File: src/rtl/irqbank_pkg.sv
package irqbank_pkg;
  localparam int unsigned EVT_PER_GRP = 8;
  localparam int unsigned DATA_W      = 8;
  localparam int unsigned ADDR_W      = 16;

  typedef enum logic [2:0] {
    FAM_NONE,
    FAM_SRC,
    FAM_LATCH,
    FAM_MASK,
    FAM_REV
  } fam_e;

  typedef struct packed {
    fam_e       fam;
    logic [7:0] idx;
  } dec_s;
endpackage

File: src/rtl/irqbank_decode.sv
module irqbank_decode
  import irqbank_pkg::*;
#(
  parameter int unsigned LO_GROUPS     = 10,
  parameter int unsigned HI_FIRST      = 19,
  parameter int unsigned HI_GROUPS     = 6,
  parameter int unsigned SRC_LO_GROUPS = 8,
  parameter logic [7:0]  INT_BANK      = 8'h0E,
  parameter logic [7:0]  MISC_BANK     = 8'h10,
  parameter logic [7:0]  SRC_BASE      = 8'h00,
  parameter logic [7:0]  LATCH_BASE    = 8'h20,
  parameter logic [7:0]  MASK_BASE     = 8'h40,
  parameter logic [7:0]  REV_OFFSET    = 8'h80
) (
  input  logic [ADDR_W-1:0] addr_i,
  output dec_s              dec_o
);
  localparam logic [8:0] SPAN9   = 9'(HI_FIRST + HI_GROUPS - 1);
  localparam logic [8:0] LO9     = 9'(LO_GROUPS);
  localparam logic [8:0] HIF9    = 9'(HI_FIRST);
  localparam logic [8:0] HIL9    = 9'(HI_FIRST + HI_GROUPS - 1);
  localparam logic [8:0] SRCLO9  = 9'(SRC_LO_GROUPS);

  logic [7:0] bank, off;
  logic [8:0] rel_src, rel_lat, rel_msk, grp;
  logic       hit_src, hit_lat, hit_msk;
  logic       lo_hit, hi_hit, src_ok;
  logic [8:0] dense;

  assign bank    = addr_i[15:8];
  assign off     = addr_i[7:0];
  assign rel_src = {1'b0, off} - {1'b0, SRC_BASE};
  assign rel_lat = {1'b0, off} - {1'b0, LATCH_BASE};
  assign rel_msk = {1'b0, off} - {1'b0, MASK_BASE};
  assign hit_src = (off >= SRC_BASE)   && (rel_src < SPAN9);
  assign hit_lat = (off >= LATCH_BASE) && (rel_lat < SPAN9);
  assign hit_msk = (off >= MASK_BASE)  && (rel_msk < SPAN9);

  always_comb begin
    if (hit_src)      grp = rel_src + 9'd1;
    else if (hit_lat) grp = rel_lat + 9'd1;
    else              grp = rel_msk + 9'd1;
  end

  assign lo_hit = (grp >= 9'd1) && (grp <= LO9);
  assign hi_hit = (grp >= HIF9) && (grp <= HIL9);
  assign src_ok = ((grp >= 9'd1) && (grp <= SRCLO9)) || hi_hit;
  assign dense  = lo_hit ? (grp - 9'd1) : (grp - HIF9 + LO9);

  always_comb begin
    dec_o.fam = FAM_NONE;
    dec_o.idx = dense[7:0];
    if (bank == INT_BANK) begin
      if (hit_src && src_ok)                  dec_o.fam = FAM_SRC;
      else if (hit_lat && (lo_hit || hi_hit)) dec_o.fam = FAM_LATCH;
      else if (hit_msk && (lo_hit || hi_hit)) dec_o.fam = FAM_MASK;
    end else if (bank == MISC_BANK && off == REV_OFFSET) begin
      dec_o.fam = FAM_REV;
    end
    if (dec_o.fam == FAM_NONE || dec_o.fam == FAM_REV) dec_o.idx = 8'h00;
  end
endmodule

File: src/rtl/irqbank_group.sv
module irqbank_group
  import irqbank_pkg::*;
(
  input  logic                   clk,
  input  logic                   rst_n,
  input  logic [EVT_PER_GRP-1:0] ev_i,
  input  logic                   clr_i,
  input  logic                   we_i,
  input  logic [DATA_W-1:0]      wdata_i,
  output logic [EVT_PER_GRP-1:0] latch_o,
  output logic [EVT_PER_GRP-1:0] mask_o,
  output logic [EVT_PER_GRP-1:0] src_o
);
  logic [EVT_PER_GRP-1:0] ev_q, latch_q, mask_q, rise;

  assign rise = ev_i & ~ev_q;

  always_ff @(posedge clk) begin
    if (!rst_n) begin
      ev_q    <= '0;
      latch_q <= '0;
      mask_q  <= '1;
    end else begin
      ev_q    <= ev_i;
      latch_q <= (clr_i ? '0 : latch_q) | rise;
      if (we_i) mask_q <= wdata_i[EVT_PER_GRP-1:0];
    end
  end

  assign latch_o = latch_q;
  assign mask_o  = mask_q;
  assign src_o   = ev_q;

  assert_latch_sticky_R5: assert property (@(posedge clk) disable iff (!rst_n)
    !clr_i |=> ((latch_q & $past(latch_q)) == $past(latch_q)));

  assert_edge_kept_R7: assert property (@(posedge clk) disable iff (!rst_n)
    clr_i |=> ((latch_q & $past(ev_i & ~ev_q)) == $past(ev_i & ~ev_q)));

  assert_mask_load_R8: assert property (@(posedge clk) disable iff (!rst_n)
    we_i |=> (mask_q == $past(wdata_i[EVT_PER_GRP-1:0])));
endmodule

File: src/rtl/irqbank_top.sv
module irqbank_top
  import irqbank_pkg::*;
#(
  parameter int unsigned LO_GROUPS     = 10,
  parameter int unsigned HI_FIRST      = 19,
  parameter int unsigned HI_GROUPS     = 6,
  parameter int unsigned SRC_LO_GROUPS = 8,
  parameter logic [7:0]  INT_BANK      = 8'h0E,
  parameter logic [7:0]  MISC_BANK     = 8'h10,
  parameter logic [7:0]  REVISION      = 8'h11
) (
  input  logic                                       clk,
  input  logic                                       rst_n,
  input  logic [15:0]                                reg_addr,
  input  logic                                       reg_rd,
  input  logic                                       reg_wr,
  input  logic [7:0]                                 reg_wdata,
  output logic [7:0]                                 reg_rdata,
  input  logic [(LO_GROUPS+HI_GROUPS)*8-1:0]         event_in,
  output logic                                       irq_out
);
  localparam int unsigned NUM_IDX = LO_GROUPS + HI_GROUPS;
  localparam int unsigned IDX_W   = (NUM_IDX > 1) ? $clog2(NUM_IDX) : 1;

  dec_s dec;
  logic [IDX_W-1:0] sel;
  logic [EVT_PER_GRP-1:0] latch_a [NUM_IDX];
  logic [EVT_PER_GRP-1:0] mask_a  [NUM_IDX];
  logic [EVT_PER_GRP-1:0] src_a   [NUM_IDX];
  logic [NUM_IDX-1:0]     pend_vec;
  logic [NUM_IDX*EVT_PER_GRP-1:0] mask_flat;
  logic [DATA_W-1:0] rd_mux, rdata_q;
  logic              irq_q;

  irqbank_decode #(
    .LO_GROUPS(LO_GROUPS), .HI_FIRST(HI_FIRST), .HI_GROUPS(HI_GROUPS),
    .SRC_LO_GROUPS(SRC_LO_GROUPS), .INT_BANK(INT_BANK), .MISC_BANK(MISC_BANK)
  ) u_dec (
    .addr_i(reg_addr),
    .dec_o (dec)
  );

  assign sel = dec.idx[IDX_W-1:0];

  for (genvar i = 0; i < NUM_IDX; i++) begin : g_grp
    logic clr, we;
    assign clr = reg_rd && (dec.fam == FAM_LATCH) && (sel == IDX_W'(i));
    assign we  = reg_wr && (dec.fam == FAM_MASK)  && (sel == IDX_W'(i));

    irqbank_group u_grp (
      .clk    (clk),
      .rst_n  (rst_n),
      .ev_i   (event_in[i*EVT_PER_GRP +: EVT_PER_GRP]),
      .clr_i  (clr),
      .we_i   (we),
      .wdata_i(reg_wdata),
      .latch_o(latch_a[i]),
      .mask_o (mask_a[i]),
      .src_o  (src_a[i])
    );

    assign pend_vec[i] = |(latch_a[i] & ~mask_a[i]);
    assign mask_flat[i*EVT_PER_GRP +: EVT_PER_GRP] = mask_a[i];
  end

  always_comb begin
    unique case (dec.fam)
      FAM_SRC:   rd_mux = src_a[sel];
      FAM_LATCH: rd_mux = latch_a[sel];
      FAM_MASK:  rd_mux = mask_a[sel];
      FAM_REV:   rd_mux = REVISION;
      default:   rd_mux = '0;
    endcase
  end

  always_ff @(posedge clk) begin
    if (!rst_n) begin
      rdata_q <= '0;
      irq_q   <= 1'b0;
    end else begin
      irq_q <= |pend_vec;
      if (reg_rd) rdata_q <= rd_mux;
    end
  end

  assign reg_rdata = rdata_q;
  assign irq_out   = irq_q;

  assert_mask_write_only_R9: assert property (@(posedge clk) disable iff (!rst_n)
    (reg_wr && dec.fam != FAM_MASK) |=> $stable(mask_flat));

  assert_all_masked_quiet_R8: assert property (@(posedge clk) disable iff (!rst_n)
    (&mask_flat) |=> !irq_out);

  assert_rev_read_R10: assert property (@(posedge clk) disable iff (!rst_n)
    (reg_rd && dec.fam == FAM_REV) |=> (reg_rdata == REVISION));

  assert_unmapped_zero_R2: assert property (@(posedge clk) disable iff (!rst_n)
    (reg_rd && dec.fam == FAM_NONE) |=> (reg_rdata == 8'h00));
endmodule

File: config.mk
export PLATFORM = sky130hd
export DESIGN_NAME = irqbank_top
export DESIGN_NICKNAME = d
export VERILOG_FILES = /design/src/rtl/irqbank_pkg.sv /design/src/rtl/irqbank_decode.sv /design/src/rtl/irqbank_group.sv /design/src/rtl/irqbank_top.sv
export SDC_FILE = /design/constraint.sdc
export NUM_CORES = 1
export LEC_CHECK = 0
export BUFFER_PORTS_ARGS = -buffer_cell sky130_fd_sc_hd__buf_2
export CELL_PAD_IN_SITES_DETAIL_PLACEMENT = 0
export CELL_PAD_IN_SITES_GLOBAL_PLACEMENT = 2
export CORE_ASPECT_RATIO = 1.2
export CORE_MARGIN = 2
export CORE_UTILIZATION = 32
export CTS_BUF_LIST = sky130_fd_sc_hd__clkbuf_8 sky130_fd_sc_hd__clkbuf_16
export DETAILED_ROUTE_END_ITERATION = 8
export PLACE_DENSITY_LB_ADDON = 0.25
export SLEW_MARGIN = 20
export SYNTH_ARGS = -nofsm -noshare
export SYNTH_HDL_FRONTEND = slang
export SYNTH_SLANG_ARGS = --single-unit
File: constraint.sdc
create_clock -name clk -period 4.99 [get_ports clk]
set_input_delay 0.499 -clock clk [delete_from_list [all_inputs] [get_ports clk]]
set_output_delay 0.499 -clock clk [all_outputs]
set_load 0.02 [all_outputs]
# Word level (Yosys, flattened, before mapping)
# Index checks and enable logic that the tools add are counted.
# op_classes
n_lt_le_gt_ge	12
reduce_logical	50
eq_ne	22
add_sub_neg	8
bitwise	81
n_mux	35
# ops
cell	n
8-bit AND	32
8-bit NOT	32
8-bit 2-to-1 mux	22
8-bit bitwise OR	16
128-bit OR reduction	1
8-bit binary-select mux with 4-bit select	3
1-bit logical AND	44
4-bit equality test (second input constant)	8
8-bit case mux with 4 select lines	1
9-bit by 1-bit adder with 9-bit output (second input constant)	2
9-bit by 4-bit less-or-equal comparator with 1-bit output (second input constant)	2
9-bit by 5-bit less-than comparator with 1-bit output (second input constant)	2
9-bit 2-to-1 mux	2
4-bit by 3-bit equality test with 1-bit output (second input constant)	4
3-bit 2-to-1 mux	4
8-bit by 1-bit adder with 9-bit output (second input constant)	1
9-bit by 1-bit greater-or-equal comparator with 1-bit output (second input constant)	1
9-bit by 5-bit greater-or-equal comparator with 1-bit output (second input constant)	1
9-bit by 5-bit less-or-equal comparator with 1-bit output (second input constant)	1
8-bit by 6-bit subtractor with 9-bit output (second input constant)	1
8-bit by 7-bit subtractor with 9-bit output (second input constant)	1
4-bit by 2-bit equality test with 1-bit output (second input constant)	2
8-bit by 4-bit equality test with 1-bit output (second input constant)	1
8-bit by 5-bit equality test with 1-bit output (second input constant)	1
other kinds (19)	23
# word_totals
ff_bits	393
word_cells	258
out_inout_bits	9
inputBits	156

# Depth between registers and ports, before layout
# logic_depth
depth_word	21
mapped_depth	21
depth_no_buf	15

# Hierarchy
# From an unflattened synthesis, not the netlist that was laid out.
# unflattened
hier_cells	1846
hier_area_um2	19304.8
# by_module_without_submodules
mod	n_inst	seq_area_each_um2	area_each_um2	cells_per_inst
irqbank_group	16	480.5	845.8	75
irqbank_top	1	180.2	4668.2	498
irqbank_decode	1	0.0	1103.6	148

# Least setup slack after synthesis
# No wires, ideal clock.
# synth_path
path_kind	input to register
start	input reg_addr[0]
end	register g_grp[12].u_grp.mask_q[4]
path_slack_ps	393
required_ps	4861
arrival_ps	4468
stages	17
setup_ps	129
n_path_buf	6
path_cell_list	inv_1 clkbuf_1 clkbuf_1 buf_1 ha_1 clkbuf_1 or3b_2 a21boi_0 o21ai_0 xnor2_1 o211ai_1 nand2_1 clkbuf_1 nor4b_1 clkbuf_1 mux2i_1 nand2_1
# synth_via
elab_chain_cells	18
elab_cells_between_ends	48
classes_between	add/sub: 8; order compare: 11; eq/ne: 4; mux: 9; reduce/logical: 16
# synth_rtl
element	line_no	rtl
start: declaration	irqbank_top.sv:14	input logic [15:0] reg_addr,
8-bit by 6-bit subtractor with 9-bit output	irqbank_decode.sv:33	assign rel_lat = {1'b0, off} - {1'b0, LATCH_BASE};
9-bit by 5-bit less-than comparator with 1-bit output	irqbank_decode.sv:36	assign hit_lat = (off >= LATCH_BASE) && (rel_lat < SPAN9);
1-bit logical AND	irqbank_decode.sv:36	
9-bit 2-to-1 mux	irqbank_decode.sv:41	else if (hit_lat) grp = rel_lat + 9'd1;
9-bit 2-to-1 mux	irqbank_decode.sv:40	if (hit_src) grp = rel_src + 9'd1;
9-bit by 1-bit greater-or-equal comparator with 1-bit output (tied with other cells)	irqbank_decode.sv:45, irqbank_decode.sv:47	
1-bit logical AND (on tied branches)	irqbank_decode.sv:45, irqbank_decode.sv:46	
1-bit logical OR	irqbank_decode.sv:55, irqbank_decode.sv:56	
(+2 left out)	-	
3-bit 2-to-1 mux	irqbank_decode.sv:55	else if (hit_lat && (lo_hit || hi_hit)) dec_o.fam = FAM_LATCH;
3-bit 2-to-1 mux	irqbank_decode.sv:54	if (hit_src && src_ok) dec_o.fam = FAM_SRC;
3-bit 2-to-1 mux	irqbank_decode.sv:53	if (bank == INT_BANK) begin
3-bit equality test / 3-bit zero test (equally long branches)	irqbank_decode.sv:60	if (dec_o.fam == FAM_NONE || dec_o.fam == FAM_REV) dec_o.idx = 8'h00;
1-bit logical OR	irqbank_decode.sv:60	
4-bit 2-to-1 mux	irqbank_decode.sv:60	
4-bit equality test	irqbank_top.sv:48	assign we = reg_wr && (dec.fam == FAM_MASK) && (sel == IDX_W'(i));
1-bit logical AND *	irqbank_top.sv:48	
end signal: assignment	irqbank_group.sv:26	if (we_i) mask_q <= wdata_i[EVT_PER_GRP-1:0];
end: declaration	irqbank_group.sv:14	logic [EVT_PER_GRP-1:0] ev_q, latch_q, mask_q, rise;
# Mark *: on every way between the ends. The rest lies on a longest branch, timed or not.
# A chain may end at the register's enable or synchronous reset.

# Worst setup path in the final report
# layout_path
start	input reg_addr[5]
end	register rdata_q[6] (netlist: reg_rdata[6])
# layout_via
elab_chain_cells	21
elab_cells_between_ends	58
classes_between	add/sub: 8; order compare: 11; eq/ne: 5; mux: 19; bitwise: 1; reduce/logical: 14
# layout_rtl
element	line_no	rtl
8-bit by 6-bit subtractor with 9-bit output	irqbank_decode.sv:33	
9-bit by 5-bit less-than comparator with 1-bit output	irqbank_decode.sv:36	
1-bit logical AND	irqbank_decode.sv:36	
9-bit 2-to-1 mux	irqbank_decode.sv:41	
9-bit 2-to-1 mux	irqbank_decode.sv:40	
9-bit by 1-bit greater-or-equal comparator with 1-bit output (tied with other cells)	irqbank_decode.sv:45, irqbank_decode.sv:47	
1-bit logical AND (on tied branches)	irqbank_decode.sv:45, irqbank_decode.sv:46	
1-bit logical OR	irqbank_decode.sv:55, irqbank_decode.sv:56	
(+4 left out)	-	
3-bit 2-to-1 mux	irqbank_decode.sv:53	
3-bit equality test / 3-bit zero test (equally long branches)	irqbank_decode.sv:60, irqbank_top.sv:67	
1-bit logical OR	irqbank_decode.sv:60	
4-bit 2-to-1 mux	irqbank_decode.sv:60	
4-bit NOT with 5-bit output (not written as such)	irqbank_top.sv:68, irqbank_top.sv:69, irqbank_top.sv:70	
8-bit binary-select mux with 4-bit select (on tied branches)	irqbank_top.sv:70, irqbank_top.sv:68, irqbank_top.sv:69	
8-bit 2-to-1 mux (on tied branches) (2 in a row)	irqbank_top.sv:70, irqbank_top.sv:68, irqbank_top.sv:69	
8-bit case mux with 4 select lines *	irqbank_top.sv:67	unique case (dec.fam)
end signal: assignment	irqbank_top.sv:82	if (reg_rd) rdata_q <= rd_mux;
end: declaration	irqbank_top.sv:32	logic [DATA_W-1:0] rd_mux, rdata_q;
# Mark *: on every way between the ends. The rest lies on a longest branch, timed or not. The select of a mux whose other input is x is not followed.

==> impl_metrics.csv <==
group,metric,value,unit
clocking,cts_buffer_depth,3,
clocking,cts_sinks,393,
pwr,irDropWorstVdd,0.000316,V
clocking,cts_resized,0,
logic_synthesis,synth_area_leaders,"dfxtp_1, nand2_1, inv_1",
drt,drt_iter0_drc,1968,
layout,final_net_count,2488,
run_status,status,"finished clean",
layout,layoutNonFillerInstCount,3068,
placed_design,dp.final_hpwl,76.0,mm
timing,fmax,204,MHz
logic_synthesis,synth_area,17400,um^2
critical_path,cpPeakStageDelay,0.53,ns
layout,layout-drive-gt1-share,15.4,%
layout,syn2layout_area_growth,20.5,%
critical_path,arrival,5.39,ns
timing,post-route-period-util,98.1,%
global_routing,grt.total_usage,34.3,%
timing,timing.final.crit_period,4.89,ns
placed_design,portBuffers,164,
critical_path,crit_chain,"buf_2 -> inv_1 -> ha_1 -> ha_1 -> and2_1 -> o2111a_2 -> a211o_1 -> nand2_1 -> mux2_4 -> nor3_4 -> nand2_1 -> buf_4 -> a211oi_1 -> o21ai_0 -> o2111ai_1 -> o21ai_0 -> o221a_2",
pwr,leakagePower,0.00931,uW
critical_path,reg2reg_from,"g_grp[13].u_grp.latch_o[6]",
timing,tightest_slew,1.15,ns
critical_path,required,5.49,ns
drt,ant_nets,0,
layout,nFillCells,5607,
clocking,root_buffer,"clkbuf_16",
critical_path,path_class,"in -> reg",
critical_path,cp_max_fo,8,
global_routing,grt_start_max_net_pins,188,
die,ios,165,
drt,num_vias,17664,
global_routing,overflow,0,
logic_synthesis,synth_top_area_share,45.1,%
clocking,numCtsBuffers,45,
drt,drt_wl_total,98.4,mm
timing,slew-limit-headroom,22.9,%
timing,fin_skew,0.0261,ns
clocking,path_clk_slew,0.07,ns
timing,setup_violations,0,
drt,wire_per_inst,32.1,um
logic_synthesis,seq_area_frac_synth,45.1,%
job,maxCapViolations,0,
critical_path,r2r_cells,7,
logic_synthesis,synthesis.nets,2314,
critical_path,r2r_end,"reg_rdata[6]",
logic_synthesis,ys_ff_latch,393,
timing,worst_hold_slack,0.0969,ns
logic_synthesis,ys_async_sr_fraction,0,%
clocking,cts-hold-fix-buffers,0,
die,fp-row-count,93,
global_routing,antenna_found_initial,3,
timing,rsz0062_at_grt,"false",
logic_synthesis,syn_avg_cell_area,8.12,um^2
global_routing,grt_pass1_wl,135,mm
die,die_w,217,um
clocking,clk_latency,0.60,ns
die,start_util,32.4,%
min_path,min_path_cells,3,
critical_path,critPathCaptureType,"flip-flop",
clocking,postCtsSetupBuffers,0,
critical_path,start_kind,"input port",
min_path,hold-path-endpoint,"g_grp[7].u_grp.src_o[5]",
logic_synthesis,synth_ff_type,"dfxtp_1",
critical_path,cpMaxStageDelayCell,"a211oi_1",
timing,report.final.slew_viol_count,0,
die,core_area,53800,um^2
min_path,min_from,"event_in[61]",
critical_path,worst-r2r-setup-slack,2.51,ns
die,dieArea,56300,um^2
global_routing,grt_pass1_vias,16923,
logic_synthesis,synth_edf_count,0,
logic_synthesis,syn_inst,2147,
logic_synthesis,synth_warnings,0,
drt,drc,0,
pwr,p_per_area,371,nW/um^2
clocking,cts_tree,"built",
timing,finalHoldViolCount,0,
drt,via_per_inst,5.76,
clocking,cts_max_level,2,
drt,first_pass_iters,6,
placed_design,dp_cells,2986,
placed_design,gp_congestion,0.998,
die,fp.dieH,260,um
min_path,worstHoldPathType,"in -> reg",
logic_synthesis,yosysUniqueCellTypes,69,
logic_synthesis,synth_top_area_cell,"dfxtp_1",
power by group:
| group | switching, uW | internal [uW] |
|---|---|---|
| combinational | 475 | 262 |
| clock | 1470 | 2090 |
| sequential | 190 | 3300 |
| total | 2140 | 5650 |
cell usage in the layout (no fill, tap or decap), types with 4 or more instances in the layout:
cell / synthesis / layout
a32oi_1: 4 / 4
a21oi_1: 34 / 34
bufinv_16: 0 / 6
clkinv_2: 0 / 11
buf_12: 0 / 4
a22oi_1: 17 / 17
mux2i_1: 28 / 28
buf_2: 21 / 162
a22o_1: 93 / 93
buf_4: 3 / 88
and3_1: 5 / 5
inv_1: 266 / 269
dfxtp_1: 393 / 393
clkbuf_16: 0 / 45
nor4_4: 1 / 4
nor3_1: 34 / 34
o221ai_1: 13 / 13
o211ai_1: 38 / 38
o22ai_1: 129 / 129
a31oi_1: 34 / 33
nor4_1: 10 / 10
inv_6: 0 / 4
o22a_1: 4 / 4
ha_1: 11 / 11
a221o_1: 15 / 15
and2_1: 94 / 94
nand2_1: 364 / 364
clkbuf_8: 0 / 8
nand2b_1: 4 / 4
nand3_1: 124 / 124
o21ai_0: 104 / 104
mux4_2: 4 / 4
a221oi_1: 38 / 38
a311oi_1: 4 / 4
a211oi_1: 12 / 12
nand4_1: 13 / 13
nor2b_1: 7 / 7
nor2_1: 57 / 56
nor2_2: 4 / 4
worst max-delay path: cells and delay by family:
family / cells / cell delay [ns]
simple gates: 4 / 1.21
buf+inv: 3 / 0.57
fa+ha+maj: 2 / 0.49
compound gates: 7 / 2.19
mux: 1 / 0.40
cell usage after synthesis, drive strengths merged, types with 5 or more instances:
cell type / instances
a211oi: 12
a21oi: 34
a221o: 15
a221oi: 39
a22o: 93
a22oi: 17
a31oi: 34
and2: 94
and3: 5
buf: 32
clkbuf: 96
dfxtp: 393
ha: 11
inv: 266
mux2i: 28
nand2: 364
nand3: 124
nand4: 13
nor2: 61
nor2b: 7
nor3: 37
nor4: 14
o211ai: 38
o21ai: 107
o221ai: 13
o22ai: 129
metal layers:
layer / vias to the layer above / wire length, um / track usage, %
met5: - / 0 / 0
met4: 0 / 6430 / 19.4
met3: 228 / 7140 / 6.29
met2: 861 / 43300 / 53.6
met1: 8688 / 41500 / 44.7
li1: 7887 / - / -
logic make-up after synthesis:
family | synth area share (%)
adder cells (fa/ha/maj) | 0.790
AND/OR/NAND/NOR | 19.9
multiplexers | 2.21
XOR/XNOR | 0.251
buffers and inverters | 8.70
AO/OA/AOI/OAI | 23.0
flip-flops | 45.1
registers in the layout, indices dropped and copies added, names as in the netlist:
name,flops
g_grp.u_grp.src_o,128
g_grp.u_grp.mask_o,128
g_grp.u_grp.latch_o,128
reg_rdata,8
irq_out,1
how the worst max path moves through the flow:
| stage | endpoint | slack [ns] | cells past startpoint | startpoint |
|---|---|---|---|---|
| CTS | reg_rdata[6] | 0.25 | 17 | reg_addr[5] |
| floorplan | g_grp[12].u_grp.mask_o[4] | 0.39 | 17 | reg_addr[0] |
| detailed placement | reg_rdata[6] | -0.39 | 17 | reg_addr[5] |
| finish | reg_rdata[6] | 0.1 | 17 | reg_addr[5] |
| global placement | reg_rdata[6] | -0.38 | 17 | reg_addr[5] |
| global route | reg_rdata[6] | 0.06 | 17 | reg_addr[5] |
cell type report:
| cell class | count | area [um^2] | area share, % |
|---|---|---|---|
| Multi-Input combinational cell | 1360 | 8100 | 38.6 |
| Clock inverter | 28 | 329 | 1.57 |
| Timing Repair Buffer | 255 | 1560 | 7.45 |
| Clock buffer | 53 | 1240 | 5.89 |
| Antenna cell | 1 | 2.50 | 0.0119 |
| Tap cell | 712 | 891 | 4.24 |
| Inverter | 266 | 998 | 4.76 |
| Sequential cell | 393 | 7870 | 37.5 |
through the flow:
stage / setup TNS, ns / utilization, % / total power [uW] / instance area (um^2) / setup WS [ns]
5_1_grt: 0 / 39.0 / 8000 / 21000 / 0.0633
2_1_floorplan: 0 / - / 3850 / 17400 / 0.393
6_report: 0 / 39.0 / 7790 / 21000 / 0.0963
3_5_place_dp: -0.688 / 36.1 / 4280 / 19400 / -0.387
3_3_place_gp: -0.506 / 36.1 / 4270 / 19400 / -0.381
4_1_cts: 0 / 39.0 / 7810 / 21000 / 0.251
Power figures use the tool's default switching activity.
